--- src/rtl/sc_pkg.sv ---
package sc_pkg;
  typedef enum logic [1:0] {MODE_PAIRS, MODE_BWR, MODE_BRD, MODE_LIST} sc_mode_e;
  typedef enum logic [2:0] {
    ST_HDR, ST_HOLD, ST_ECHO, ST_PAY, ST_STRB, ST_ERRW, ST_DATW, ST_FAIL
  } sc_state_e;

  localparam logic [7:0]  OP_A    = 8'hAA;
  localparam logic [7:0]  OP_B    = 8'hBB;
  localparam logic [15:0] LEN_RSV = 16'hFFFF;

  localparam int ERR_SHORT     = 27;
  localparam int ERR_ID        = 26;
  localparam int ERR_UNKNOWN   = 19;
  localparam int ERR_MALFORMED = 18;
endpackage

--- src/rtl/sc_cmd_decode.sv ---
module sc_cmd_decode
  import sc_pkg::*;
(
  input  logic [31:0] word_i,
  output sc_mode_e    mode_o,
  output logic        unknown_o,
  output logic        malformed_o
);
  logic [7:0] op, ty;
  assign op = word_i[31:24];
  assign ty = word_i[23:16];

  always_comb begin
    unknown_o   = !(((op == OP_A) || (op == OP_B)) && ((ty == OP_A) || (ty == OP_B)));
    malformed_o = (word_i[15:0] != LEN_RSV);
    unique case ({op == OP_B, ty == OP_B})
      2'b00:   mode_o = MODE_PAIRS;
      2'b01:   mode_o = MODE_BWR;
      2'b11:   mode_o = MODE_BRD;
      default: mode_o = MODE_LIST;
    endcase
  end
endmodule

--- src/rtl/sc_addr_gen.sv ---
module sc_addr_gen #(
  parameter int AddrW = 16
) (
  input  logic             clk_i,
  input  logic             rst_ni,
  input  logic             load_i,
  input  logic [AddrW-1:0] load_val_i,
  input  logic             step_i,
  output logic [AddrW-1:0] addr_o
);
  always_ff @(posedge clk_i or negedge rst_ni) begin
    if (!rst_ni)     addr_o <= '0;
    else if (load_i) addr_o <= load_val_i;
    else if (step_i) addr_o <= addr_o + 1'b1;
  end

  // burst address advances by one and wraps at the top
  a_r4_addr_wraps: assert property (@(posedge clk_i) disable iff (!rst_ni)
    (step_i && !load_i) |=> (addr_o == AddrW'($past(addr_o) + 1'b1)));
endmodule

--- src/rtl/sc_req_decoder.sv ---
module sc_req_decoder
  import sc_pkg::*;
#(
  parameter int AddrW = 16
) (
  input  logic             clk_i,
  input  logic             rst_ni,
  input  logic             err_reply_en_i,
  input  logic             in_valid_i,
  input  logic             in_sof_i,
  input  logic             in_eof_i,
  input  logic [31:0]      in_data_i,
  output logic             in_ready_o,
  output logic [AddrW-1:0] reg_addr_o,
  output logic [31:0]      reg_wdata_o,
  output logic             reg_we_o,
  output logic             reg_re_o,
  input  logic [31:0]      reg_rdata_i,
  input  logic [31:0]      reg_err_i,
  output logic             out_valid_o,
  output logic             out_sof_o,
  output logic             out_eof_o,
  output logic [31:0]      out_data_o
);
  localparam int HdrWords = 4;
  localparam int IdxW     = $clog2(HdrWords);
  localparam logic [IdxW-1:0] IdxLast = IdxW'(HdrWords - 1);
  localparam logic [IdxW-1:0] IdxCmd  = IdxW'(2);

  sc_state_e              state_q;
  logic [HdrWords-1:0][31:0] hdr_q;
  logic [IdxW-1:0]        idx_q, eff_idx;
  logic                   started_q, last_q, have_addr_q, open_q;
  logic [31:0]            err_acc_q, err_n, data_q;
  sc_mode_e               mode_q, dec_mode;
  logic                   dec_unknown, dec_malformed;
  logic [AddrW-1:0]       acc_addr_q, cur_addr;
  logic                   accept, frame_live, hdr_load, burst_step, is_rd, is_burst;

  sc_cmd_decode u_dec (
    .word_i      (in_data_i),
    .mode_o      (dec_mode),
    .unknown_o   (dec_unknown),
    .malformed_o (dec_malformed)
  );

  assign in_ready_o = (state_q == ST_HDR) || (state_q == ST_HOLD) || (state_q == ST_PAY);
  assign accept     = in_valid_i && in_ready_o;
  assign eff_idx    = in_sof_i ? '0 : idx_q;
  assign frame_live = in_sof_i || started_q;
  assign is_rd      = (mode_q == MODE_BRD) || (mode_q == MODE_LIST);
  assign is_burst   = (mode_q == MODE_BWR) || (mode_q == MODE_BRD);
  assign hdr_load   = (state_q == ST_HDR) && accept && frame_live && (eff_idx == IdxLast);
  assign burst_step = (state_q == ST_PAY) && accept && is_burst;

  sc_addr_gen #(.AddrW(AddrW)) u_addr (
    .clk_i      (clk_i),
    .rst_ni     (rst_ni),
    .load_i     (hdr_load),
    .load_val_i (in_data_i[AddrW-1:0]),
    .step_i     (burst_step),
    .addr_o     (cur_addr)
  );

  // header error flags accumulate word by word
  always_comb begin
    err_n = (eff_idx == '0) ? '0 : err_acc_q;
    if (eff_idx == '0 && !in_data_i[31]) err_n[ERR_ID] = 1'b1;
    if (eff_idx == IdxCmd) begin
      if (dec_unknown)   err_n[ERR_UNKNOWN]   = 1'b1;
      if (dec_malformed) err_n[ERR_MALFORMED] = 1'b1;
    end
    if (in_eof_i && eff_idx != IdxLast) err_n[ERR_SHORT] = 1'b1;
  end

  always_ff @(posedge clk_i or negedge rst_ni) begin
    if (!rst_ni) begin
      state_q     <= ST_HDR;
      hdr_q       <= '0;
      idx_q       <= '0;
      started_q   <= 1'b0;
      last_q      <= 1'b0;
      have_addr_q <= 1'b0;
      open_q      <= 1'b0;
      err_acc_q   <= '0;
      data_q      <= '0;
      mode_q      <= MODE_PAIRS;
      acc_addr_q  <= '0;
    end else begin
      unique case (state_q)
        ST_HDR: if (accept && frame_live) begin
          hdr_q[eff_idx] <= in_data_i;
          err_acc_q      <= err_n;
          if (eff_idx == IdxCmd) mode_q <= dec_mode;
          if (in_eof_i || eff_idx == IdxLast) begin
            started_q <= 1'b0;
            idx_q     <= '0;
            if (err_n != '0) begin
              open_q  <= 1'b0;
              if (!in_eof_i)           state_q <= ST_HOLD;
              else if (err_reply_en_i) state_q <= ST_FAIL;
            end else begin
              state_q     <= ST_ECHO;
              last_q      <= in_eof_i;
              have_addr_q <= 1'b0;
            end
          end else begin
            idx_q     <= eff_idx + 1'b1;
            started_q <= 1'b1;
          end
        end
        ST_HOLD: if (accept && in_eof_i) state_q <= err_reply_en_i ? ST_FAIL : ST_HDR;
        ST_ECHO: begin
          idx_q <= idx_q + 1'b1;
          if (idx_q == IdxLast) state_q <= last_q ? ST_HDR : ST_PAY;
        end
        ST_PAY: if (accept) begin
          last_q <= in_eof_i;
          unique case (mode_q)
            MODE_PAIRS: if (!have_addr_q) begin
              acc_addr_q  <= in_data_i[AddrW-1:0];
              have_addr_q <= 1'b1;
              if (in_eof_i) begin
                err_acc_q <= 32'd1 << ERR_MALFORMED;
                open_q    <= 1'b1;
                state_q   <= ST_FAIL;
              end
            end else begin
              data_q      <= in_data_i;
              have_addr_q <= 1'b0;
              state_q     <= ST_STRB;
            end
            MODE_BWR: begin
              acc_addr_q <= cur_addr;
              data_q     <= in_data_i;
              state_q    <= ST_STRB;
            end
            MODE_BRD: begin
              acc_addr_q <= cur_addr;
              state_q    <= ST_STRB;
            end
            default: begin
              acc_addr_q <= in_data_i[AddrW-1:0];
              state_q    <= ST_STRB;
            end
          endcase
        end
        ST_STRB: state_q <= ST_ERRW;
        ST_ERRW: begin
          if (is_rd) data_q <= reg_rdata_i;
          state_q <= ST_DATW;
        end
        ST_DATW: state_q <= last_q ? ST_HDR : ST_PAY;
        default: state_q <= ST_HDR;
      endcase
    end
  end

  assign reg_addr_o  = acc_addr_q;
  assign reg_wdata_o = data_q;
  assign reg_we_o    = (state_q == ST_STRB) && !is_rd;
  assign reg_re_o    = (state_q == ST_STRB) && is_rd;

  always_comb begin
    out_valid_o = 1'b0;
    out_sof_o   = 1'b0;
    out_eof_o   = 1'b0;
    out_data_o  = '0;
    unique case (state_q)
      ST_ECHO: begin
        out_valid_o = 1'b1;
        out_sof_o   = (idx_q == '0);
        out_eof_o   = (idx_q == IdxLast) && last_q;
        out_data_o  = (idx_q == '0) ? {1'b0, hdr_q[0][30:0]} : hdr_q[idx_q];
      end
      ST_ERRW: begin
        out_valid_o = 1'b1;
        out_data_o  = reg_err_i;
      end
      ST_DATW: begin
        out_valid_o = 1'b1;
        out_eof_o   = last_q;
        out_data_o  = data_q;
      end
      ST_FAIL: begin
        out_valid_o = 1'b1;
        out_sof_o   = !open_q;
        out_eof_o   = 1'b1;
        out_data_o  = err_acc_q;
      end
      default: ;
    endcase
  end

  // strobes are exclusive and one cycle wide
  a_r8_strobe_excl: assert property (@(posedge clk_i) disable iff (!rst_ni)
    !(reg_we_o && reg_re_o));
  a_r8_strobe_single: assert property (@(posedge clk_i) disable iff (!rst_ni)
    (reg_we_o || reg_re_o) |=> !(reg_we_o || reg_re_o));
  // error word follows each strobe; no input taken while replying
  a_r7_err_after_strobe: assert property (@(posedge clk_i) disable iff (!rst_ni)
    (reg_we_o || reg_re_o) |=> (out_valid_o && !out_sof_o && !out_eof_o));
  a_r7_no_accept_while_reply: assert property (@(posedge clk_i) disable iff (!rst_ni)
    out_valid_o |-> !in_ready_o);
  // reply id has bit 31 cleared
  a_r2_reply_id_clear: assert property (@(posedge clk_i) disable iff (!rst_ni)
    (out_valid_o && out_sof_o && !out_eof_o) |-> !out_data_o[31]);
  // single-word error reply stands alone
  a_r12_single_word: assert property (@(posedge clk_i) disable iff (!rst_ni)
    (out_valid_o && out_sof_o && out_eof_o) |=> !out_valid_o);
endmodule

--- config.mk ---
export PLATFORM = sky130hd
export DESIGN_NAME = sc_req_decoder
export DESIGN_NICKNAME = d
export VERILOG_FILES = /design/src/rtl/sc_pkg.sv /design/src/rtl/sc_cmd_decode.sv /design/src/rtl/sc_addr_gen.sv /design/src/rtl/sc_req_decoder.sv
export SDC_FILE = /design/constraint.sdc
export NUM_CORES = 1
export LEC_CHECK = 0
export BUFFER_PORTS_ARGS = -buffer_cell sky130_fd_sc_hd__buf_2
export CAP_MARGIN = 20
export CORE_MARGIN = 3
export CORE_UTILIZATION = 50
export CTS_BUF_LIST = sky130_fd_sc_hd__clkbuf_4 sky130_fd_sc_hd__clkbuf_8
export DETAILED_ROUTE_END_ITERATION = 8
export GPL_TIMING_DRIVEN = 1
export PLACE_DENSITY_LB_ADDON = 0.25
export SLEW_MARGIN = 20
export SYNTH_ARGS = -nofsm -noshare
export SYNTH_HDL_FRONTEND = slang
export SYNTH_SLANG_ARGS = --single-unit
--- constraint.sdc ---
create_clock -name clk_i -period 5.7 [get_ports clk_i]
set_input_delay 0.57 -clock clk_i [delete_from_list [all_inputs] [get_ports clk_i]]
set_output_delay 0.57 -clock clk_i [all_outputs]
set_load 0.005 [all_outputs]
# After elaboration in Yosys (flattened, before gate mapping)
# Cells that the tools add are included.
# word_totals
reg_bits	235
latch_bits	0
ram_bits	0
rom_bits	0
input_bits	102
n_memories	0
# op_classes
n_addsub	3
mul	0
div	0
order_cmp	3
n_eq_ne	37
shifts	0
n_mux	71
n_bitwise	0
reduce_logical	48
# ops
operator	n
2-to-1 mux 32 bit	12
one-hot mux 32 bit (2 select lines)	3
bitwise mux 128 bit	1
one-hot mux 32 bit (4 select lines)	1
binary-select mux 32 bit (select 2 bit)	1
demux 32 bit (select 2 bit)	1
2-to-1 mux 16 bit	3
2-to-1 mux 3 bit	12
== test 8 bit (second input constant)	4
one-hot mux 16 bit (2 select lines)	1
nonzero test 32 bit	1
2-to-1 mux 1 bit	23
one-hot mux 3 bit (7 select lines)	1
adder 16 x 1 -> 16 bit (second input constant)	1
!= test 16 bit (second input constant)	1
!= test 2 bit (second input constant)	8
logical AND 1 bit	15
== test 2 bit (second input constant)	6
== test 3 bit (second input constant)	4
AND reduction 6 bit	2
2-to-1 mux 2 bit	5
!= test 2 x 1 -> 1 bit (second input constant)	5
AND reduction 5 bit	2
zero test 2 bit	4
other kinds (23)	45

# Longest topological paths before layout
# Gate-level depths: netlist (run 1).
# logic_depth
ltp_word	10
mapped_depth	11
depth_no_buf	9

# Modules after synthesis
# Synthesis (run 1) repeated with hierarchy kept, for this count alone.
# hier_totals
cells_unflattened	1030
area_unflattened_um2	12294.3
# by_module_without_submodules
module	n_inst	cells_per_inst	area_per_inst_um2	seq_area_each_um2
sc_req_decoder	1	912	11202.0	5480.3
sc_addr_gen	1	99	943.4	400.4
sc_cmd_decode	1	19	148.9	0.0

# Least setup slack after synthesis (run 1)
# OpenSTA, ideal clock, no wires.
# synth_timing
kind	flip-flop to flip-flop
from	reg idx_q[1]
to	reg last_q
arrival_time_ps	2831
required_ps	5572
path_slack_ps	2742
stages_incl_launch_ff	11
path_cell_list	dfrtp_1 clkbuf_1 buf_1 nand2b_1 ha_1 nor4_1 nand4_1 o32a_1 nor4b_1 o21ba_2 mux2_1
# synth_via
elab_chain_cells	8
# synth_rtl
item	line	text
start: declaration	sc_req_decoder.sv:32	logic [IdxW-1:0] idx_q, eff_idx;
start signal: assignment	sc_req_decoder.sv:108	idx_q <= eff_idx + 1'b1;
start signal: assignment	sc_req_decoder.sv:114	idx_q <= idx_q + 1'b1;
2-to-1 mux 2 bit *	sc_req_decoder.sv:49	assign eff_idx = in_sof_i ? '0 : idx_q;
zero test 2 bit	sc_req_decoder.sv:67, sc_req_decoder.sv:68	
2-to-1 mux 32 bit	sc_req_decoder.sv:67	err_n = (eff_idx == '0) ? '0 : err_acc_q;
2-to-1 mux 1 bit, on equally long branches	sc_req_decoder.sv:71, sc_req_decoder.sv:70	
2-to-1 mux 2 bit	sc_req_decoder.sv:69	if (eff_idx == IdxCmd) begin
nonzero test 32 bit	sc_req_decoder.sv:98	if (err_n != '0) begin
!= test 2 bit (no source line)	n/a	
AND reduction 5 bit (no source line) *	n/a	
end signal: assignment	sc_req_decoder.sv:104	last_q <= in_eof_i;
end signal: assignment	sc_req_decoder.sv:118	last_q <= in_eof_i;
end: declaration	sc_req_decoder.sv:33	logic started_q, last_q, have_addr_q, open_q;
# Every way passes the cells marked *; elsewhere a longest branch is shown, timed or not.
# A chain may end at the register's enable or synchronous reset.

# Worst setup path in the final report (run 1)
# layout_timing
from	reg state_q[1]
to	out out_data_o[29]
# layout_via
elab_chain_cells	2
# layout_rtl
item	line	text
start: declaration	sc_req_decoder.sv:30	sc_state_e state_q;
start signal: assignment	sc_req_decoder.sv:112	ST_HOLD: if (accept && in_eof_i) state_q <= err_reply_en_i ? ST_FAIL : ST_HDR;
start signal: assignment	sc_req_decoder.sv:115	if (idx_q == IdxLast) state_q <= last_q ? ST_HDR : ST_PAY;
start signal: assignment	sc_req_decoder.sv:153	ST_DATW: state_q <= last_q ? ST_HDR : ST_PAY;
== test 3 bit or == test 3 x 2 -> 1 bit (tied branches)	sc_req_decoder.sv:169	unique case (state_q)
one-hot mux 32 bit (4 select lines) *	sc_req_decoder.sv:169	
end: declaration	sc_req_decoder.sv:23	output logic [31:0] out_data_o
# Marked as above.

==> qor.txt, run 1 <==
Height of the die -> 161 µm
Top-count cell post-synth -> dfrtp_1
Root Driver -> clkbuf_8
DR iter-0 viols -> 813
GRT Total Usage -> 0.258
P&R area growth vs syn -> 16.7%
Share of the synthesized area in the top cell type -> 0.491
Post-Syn Area per Cell -> 11.2 µm²
WP data arrival -> 3070 ps
Status -> finished, final reports clean
Yosys warns -> 0
Rel. slew slack -> 0.282
Half-perimeter wire length after placement -> 22.8 mm
Main flop type after synthesis -> dfrtp_1
Synth top area cells -> dfrtp_1 (49%), mux2_2 (12%), mux2i_1 (6.9%)
Fill count -> 1,900
Critical Path End Type -> primary output
Max VDD drop -> 0.261 mV
Inst Count DP -> 1,507
Cell Area, Synth -> 12,000 µm²
PostCTS Resize Cnt -> 0
Clk_lat worst skew -> 540 ps
Crit-path cells -> inv_2 > nor2_4 > nand2_1 > buf_4 > o22ai_1 > buf_2
RSZ-0062 raised after global routing -> no
Dpl cell area -> 13,200 µm²
Finished Cell Area -> 14,000 µm²
Htree depth -> 2
Flops & latches, synth -> 235
Final std cells w/o fill -> 1,577
Clock transition at path regs -> 60 ps
Syn_nets -> 1,180
Syn Inst Count -> 1,065
Maximum clock rate -> 0.274 GHz
Nets -> 1,353
Hold_buf cts -> 0
Layout cells sized above 1 -> 0.354
Endpoints failing hold -> 0
Placer congestion estimate -> 0.899
Post-synth EDFFs -> 0
Slew Viols, Final -> 0
Slew @ Worst Pin -> 1070 ps
Slowest CP cell -> dfrtp_2
Synth cell types -> 53
Diode count -> 0
I/O pin count -> 188
Die ar. -> 25,800 µm²
# DRC -> 0
CTS Buf Count -> 42
Vias per cell -> 5.88
TritonCTS clock tree -> done
Critical Path Max Stage Delay -> 1060 ps
Most frequent cells after synthesis -> dfrtp_1 (235), nand2_1 (142), mux2_2 (128)
Synth area leader -> dfrtp_1
Pwr dens -> 533 nW/µm²
Setup Total Neg Slack -> 0 ps
Post-Route WL -> 33.6 mm
Largest net degree at the start of global routing -> 121
Starting Density -> 0.519
Total gr overflow -> 0
Final Critical Period -> 3640 ps
1st-pass router iterations -> 5
HP Class -> input port to asynchronous set/reset pin
Drt wl/cell -> 21.3 µm
WS Path Type -> flip-flop to primary output
Detail Route Antenna Nets -> 0
Setup violators final -> 0
Die Wd -> 161 µm
# Max-Cap Violations -> 0
Initial antenna violation count -> 0
Asr flop ratio synth -> 1.00
Clk sink count -> 235
Sequential share of the synthesized area -> 0.491
First-pass GRT wire length -> 52.7 mm
IO buf count -> 187
Post-CTS Setup Inserts -> 0
Total number of vias -> 9,276
Startpoint types -> flip-flop
Core box area -> 23,100 µm²
Clk buf depth -> 3
Rows -> 55
CP required -> 5130 ps
Final Skew -> 30.0 ps
Vias in the first global route -> 9,294
Leakage -> 6.87 nW
Crit-path max FO -> 44
Crit share post-route -> 0.639
## final cells by class
| cell class | count | area (µm²) | area share |
|---|---|---|---|
| clock buffer | 67 | 797 | 0.0570 |
| clock inverter | 3 | 18.8 | 0.00134 |
| inverter | 18 | 67.6 | 0.00484 |
| multi-input combinational | 737 | 5730 | 0.410 |
| sequential | 235 | 5880 | 0.421 |
| tap | 313 | 392 | 0.0280 |
| timing repair buffer | 204 | 1090 | 0.0777 |
## cells by family (layout without fill, tap and decap cells)
| group | count (synthesis) | after routing | synth area share |
|---|---|---|---|
| AND/OR/NAND/NOR | 287 | 287 | 0.109 |
| multiplexers | 245 | 245 | 0.252 |
| flip-flops | 235 | 235 | 0.491 |
| AO/OA/AOI/OAI | 184 | 184 | 0.0956 |
| buffers and inverters | 93 | 292 | 0.0323 |
| adder cells (fa/ha/maj) | 13 | 13 | 0.0136 |
| XOR/XNOR | 8 | 8 | 0.00585 |
## stage by stage
step / hold WS [ps] / setup slack (ps) / util / total power, mW
final: 125 / 2060 / 0.606 / 7.45
after floorplan: 274 / 2740 / - / 4.87
after detailed placement: 457 / 2200 / 0.571 / 5.91
after global routing: 195 / 1870 / 0.606 / 7.91
after global placement: 454 / 2290 / 0.571 / 5.81
after CTS: 153 / 2070 / 0.606 / 7.46
## placed cells by master, fill, tap and decap left out, types with 5 or more instances in the layout
| cell | Yosys | layout |
|---|---|---|
| and3_1 | 8 | 8 |
| ha_1 | 13 | 12 |
| nor2_1 | 54 | 53 |
| a21oi_1 | 40 | 40 |
| o311ai_0 | 5 | 5 |
| o22ai_1 | 33 | 33 |
| inv_1 | 16 | 16 |
| buf_2 | 30 | 186 |
| nor4_1 | 8 | 8 |
| nand2_1 | 142 | 142 |
| buf_4 | 0 | 16 |
| mux2_2 | 128 | 128 |
| mux2i_1 | 82 | 82 |
| nor3_1 | 8 | 8 |
| mux4_2 | 32 | 32 |
| nand4_1 | 7 | 7 |
| nand3_1 | 15 | 14 |
| o21ai_0 | 47 | 47 |
| clkbuf_4 | 0 | 20 |
| xor2_1 | 5 | 5 |
| a31oi_1 | 6 | 6 |
| a22oi_1 | 34 | 34 |
| dfrtp_1 | 235 | 232 |
| nor2b_1 | 30 | 30 |
| clkbuf_8 | 0 | 47 |
## report_power, final
part / internal [mW] / total [mW] / switching, mW / leakage, nW
sequential: 2.30 / 2.87 / 0.568 / 3.00
clock: 0.879 / 1.55 / 0.667 / 0.442
combinational: 1.52 / 3.03 / 1.51 / 3.43
## sequential cells by signal, summed over array words and instances (netlist names)
| name | flops |
|---|---|
| reg_wdata_o | 32 |
| started_q | 1 |
| mode_q | 2 |
| state_q | 3 |
| idx_q | 2 |
| hdr_q | 128 |
| have_addr_q | 1 |
| err_acc_q | 32 |
| reg_addr_o | 16 |
| u_addr.addr_o | 16 |
| open_q | 1 |
| last_q | 1 |
## path summary, 6_finish.rpt
path | start | end | slack, ps | cells after the start
max in group asynchronous | rst_ni | idx_q[0] | 4370 | 2
worst max-delay path | state_q[1] | out_data_o[29] | 2060 | 6
worst min register to register | hdr_q[122] | hdr_q[122] | 470 | 2
worst min-delay path | rst_ni | reg_wdata_o[22] | 130 | 1
min in group clk_i | in_data_i[22] | hdr_q[118] | 300 | 3
worst max register to register | state_q[1] | reg_wdata_o[28] | 2140 | 7
## layer usage
metal  global-route usage  wire [µm]  share of wire  up-vias
li1                     -          -              -     4209
met1                0.366      14800           0.44     4640
met4               0.0743        722          0.021        0
met5                    0          0              0        -
met2                0.409      15700           0.47      368
met3               0.0490       2450          0.073       59
## worst max-delay path, delay by kind of cell, from the launching register on
| kind | cells | cell delay, ps |
|---|---|---|
| AND/OR/NAND/NOR | 2 | 420 |
| flip-flops | 1 | 1060 |
| buffers and inverters | 3 | 770 |
| AO/OA/AOI/OAI | 1 | 280 |
(Power assumes the default switching activity.)
==> inputs of run 2 (changes only) <==
ABC_AREA = 1   (was not set)
clock period = 2.98 ns   (was 5.7 ns; I/O delays follow)
==> qor.txt, run 2 <==
Met3 usage -> 0.0539 (+0.00484)
Top delay family on crit path -> buffers and inverters
Height of the die -> 159 µm (-0.85%)
Crit share post-route -> 0.959
Drt wl/cell -> 18.5 µm (-13%)
Detail Route Antenna Nets -> 0 (unchanged)
P&R area growth vs syn -> 19.1%
Post-Route WL -> 37.4 mm (+11%)
Share of the synthesized area in the top cell type -> 0.500 (+0.00878)
Synth top area cells -> dfrtp_1 (50%), nand2_1 (13%), o21ai_0 (11%)
Max VDD drop -> 0.466 mV (+79%)
Slew Viols, Final -> 0 (unchanged)
Critical Path Source -> state_q[0]
Clk_lat worst skew -> 560 ps (+20 ps)
Crit-path max FO -> 14 (-68%)
I/O pin count -> 188 (unchanged)
Met1 Usage GRT -> 0.441 (+0.0748)
1st-pass router iterations -> 6 (+1)
Diode count -> 0 (unchanged)
Largest Register -> hdr_q
Syn_nets -> 1,623 (+38%)
Slew @ Worst Pin -> 968 ps (-106 ps)
R2r endpoint -> state_q[1]
CP required -> 2680 ps (-2450 ps)
Top cell by count, worst path -> nand2_1
DR iter-0 viols -> 1,312 (+61%)
Status -> finished, final reports clean
Rows -> 55 (unchanged)
Vias in the first global route -> 11,000 (+19%)
HP Class -> input port to flip-flop
Clock transition at path regs -> 60 ps (about the same)
WP data arrival -> 2560 ps (-510 ps)
Clk sink count -> 235 (unchanged)
RSZ-0062 raised after global routing -> no
First-pass GRT wire length -> 60.3 mm (+14%)
Total gr overflow -> 0 (unchanged)
Flops & latches, synth -> 235 (unchanged)
R2R cell count -> 14 (+7)
Initial antenna violation count -> 0 (unchanged)
Fill count -> 2,079 (+9.4%)
Post-synth EDFFs -> 0 (unchanged)
Die ar. -> 25,400 µm² (-1.7%)
Number of cells on the critical path -> 9 (+3)
Pwr Total -> 13.7 mW (+84%)
Starting Density -> 0.515 (-0.00451)
IO buf count -> 187 (unchanged)
CTS Buf Count -> 42 (unchanged)
Synth cell types -> 35 (-34%)
Most common cell after layout, fill and taps aside -> nand2_1
Main flop type after synthesis -> dfrtp_1
Cell Area, Synth -> 11,800 µm² (-1.8%)
Clk buf depth -> 3 (unchanged)
Rel. slew slack -> 0.354 (+0.0714)
TritonCTS clock tree -> done
Leakage -> 6.95 nW (+1.2%)
Die Wd -> 159 µm (-0.85%)
Startpoint types -> flip-flop
Most frequent cells in the layout -> nand2_1 (399), o21ai_0 (247), dfrtp_1 (235)
Area of the multi-input gates -> 5060 µm² (-12%)
Core box area -> 22,800 µm² (-0.90%)
Vias per cell -> 5.63 (-4.3%)
Final Skew -> 27.7 ps (-2.30 ps)
Setup violators final -> 0 (unchanged)
Sequential cell area -> 5880 µm² (about the same)
# DRC -> 0 (unchanged)
Buf/Inv on CP -> 5 (+2)
Maximum clock rate -> 0.350 GHz
Pwr dens -> 977 nW/µm² (+83%)
Setup Total Neg Slack -> 0 ps (unchanged)
Max reg flops -> 128 (unchanged)
Half-perimeter wire length after placement -> 26.4 mm (+16%)
Layout cells sized above 1 -> 0.178 (-0.176)
Endpoints failing hold -> 0 (unchanged)
Worst R2R Start -> idx_q[0]
Syn Inst Count -> 1,508 (+42%)
Crit-path cells -> inv_2 > nand2_1 > inv_1 > nand2_1 > buf_4 > clkinvlp_4 > a21oi_1 > o2111ai_1 > buf_2
Critical path endpoint -> out_data_o[21]
Grt peak-use layer -> met1
# Max-Cap Violations -> 0 (unchanged)
Critical Path Max Stage Delay -> 430 ps (-630 ps)
Placer congestion estimate -> 0.972 (+8.1%)
Sequential share of the synthesized area -> 0.500 (+0.00878)
Largest net degree at the start of global routing -> 101 (-17%)
Most frequent cells after synthesis -> nand2_1 (401), o21ai_0 (247), dfrtp_1 (235)
Asr flop ratio synth -> 1.00 (unchanged)
Reg-to-reg setup timing slack -> 550 ps (-1590 ps)
GRT Total Usage -> 0.293 (+0.0349)
WS Path Type -> flip-flop to primary output
Critical Path End Type -> primary output
Final Critical Period -> 2860 ps
Total number of vias -> 11,400 (+23%)
Htree depth -> 2 (unchanged)
Nets -> 1,802 (+33%)
M2 GR Usage -> 0.435 (+0.0260)
Synth area leader -> dfrtp_1
Slowest CP cell -> dfrtp_1
Yosys warns -> 0 (unchanged)
Post-Syn Area per Cell -> 7.80 µm² (-31%)
Top-count cell post-synth -> nand2_1
Root Driver -> clkbuf_8
-- run 2: area by class of cell --
class / instances / area share
Clock inverter: 7 / 0.0103
Inverter: 135 / 0.0369
Multi-Input combinational cell: 1054 / 0.361
Tap cell: 313 / 0.0280
Clock buffer: 60 / 0.0545
Timing Repair Buffer: 218 / 0.0886
Timing Repair inverter: 1 / 0.000536
Sequential cell: 235 / 0.420
-- run 2: timing repair --
action,4_1_cts,5_1_grt
cloned,0,1
gates resized for setup,3,5
hold buffers,5,0
hold endpoints to repair,100,0
setup endpoints to repair,6,24
setup buffers,0,2
pin swaps,0,0
-- run 2: worst min-delay path by stage --
stage                               start         endpoint  slack, ps  depth (start not counted)
after floorplan                    rst_ni     err_acc_q[0]          2                          0
after global placement             rst_ni        hdr_q[58]        410                          1
after detailed placement           rst_ni        hdr_q[58]        410                          1
after CTS                 reg_rdata_i[26]  reg_wdata_o[26]       0.09                          3
after global routing       reg_rdata_i[8]   reg_wdata_o[8]         20                          3
final                     reg_rdata_i[26]  reg_wdata_o[26]         20                          3
-- run 2: worst reg2reg max path, stage by stage, from the launching register on --
cell	delay (ps)
dfrtp_1	360
inv_2	60
nor2_1	180
inv_1	120
ha_1	310
o21ai_0	360
nand2_1	110
nor2_1	110
nand2_1	60
nand2_1	100
nand3_1	140
nand3_1	150
nand2_1	120
nand2_1	80
nand2_1	50
-- run 2: power breakdown --
| group | switching (mW) | total, mW | leakage [nW] | internal (mW) |
|---|---|---|---|---|
| sequential | 0.799 | 5.16 | 3.01 | 4.36 |
| combinational | 3.30 | 5.22 | 3.47 | 1.92 |
| clock | 1.33 | 3.31 | 0.467 | 1.98 |
-- run 2: through the flow --
stage                     cell area [µm²]  setup slack [ps]  hold slack [ps]  std cells   util
after floorplan                     11800               497             2.41       1508      -
after CTS                           14000             -31.7           0.0910       2020  0.611
after global routing                14000              24.1             23.8       2023  0.613
final                               14000               122             24.3       2023  0.613
after global placement              13000               513              410       1948  0.569
after detailed placement            13000               508              406       1948  0.569
-- run 2: cells by family (layout without fill, tap and decap cells) --
| logic type | Yosys count | in the layout | share of synthesized area |
|---|---|---|---|
| DFF | 235 | 235 | 0.500 |
| buffers and inverters | 219 | 421 | 0.0721 |
| adders and majority gates | 13 | 13 | 0.0138 |
| xor gates and xnor gates | 10 | 10 | 0.00745 |
| AOI/OAI and AO/OA | 412 | 412 | 0.200 |
| and+or+nand+nor | 619 | 619 | 0.206 |
-- run 2: layer usage --
| metal | routed length (µm) | up-vias |
|---|---|---|
| met5 | 0 | - |
| met4 | 875 | 0 |
| met3 | 3720 | 71 |
| met2 | 16300 | 601 |
| met1 | 16500 | 5376 |
| li1 | - | 5335 |
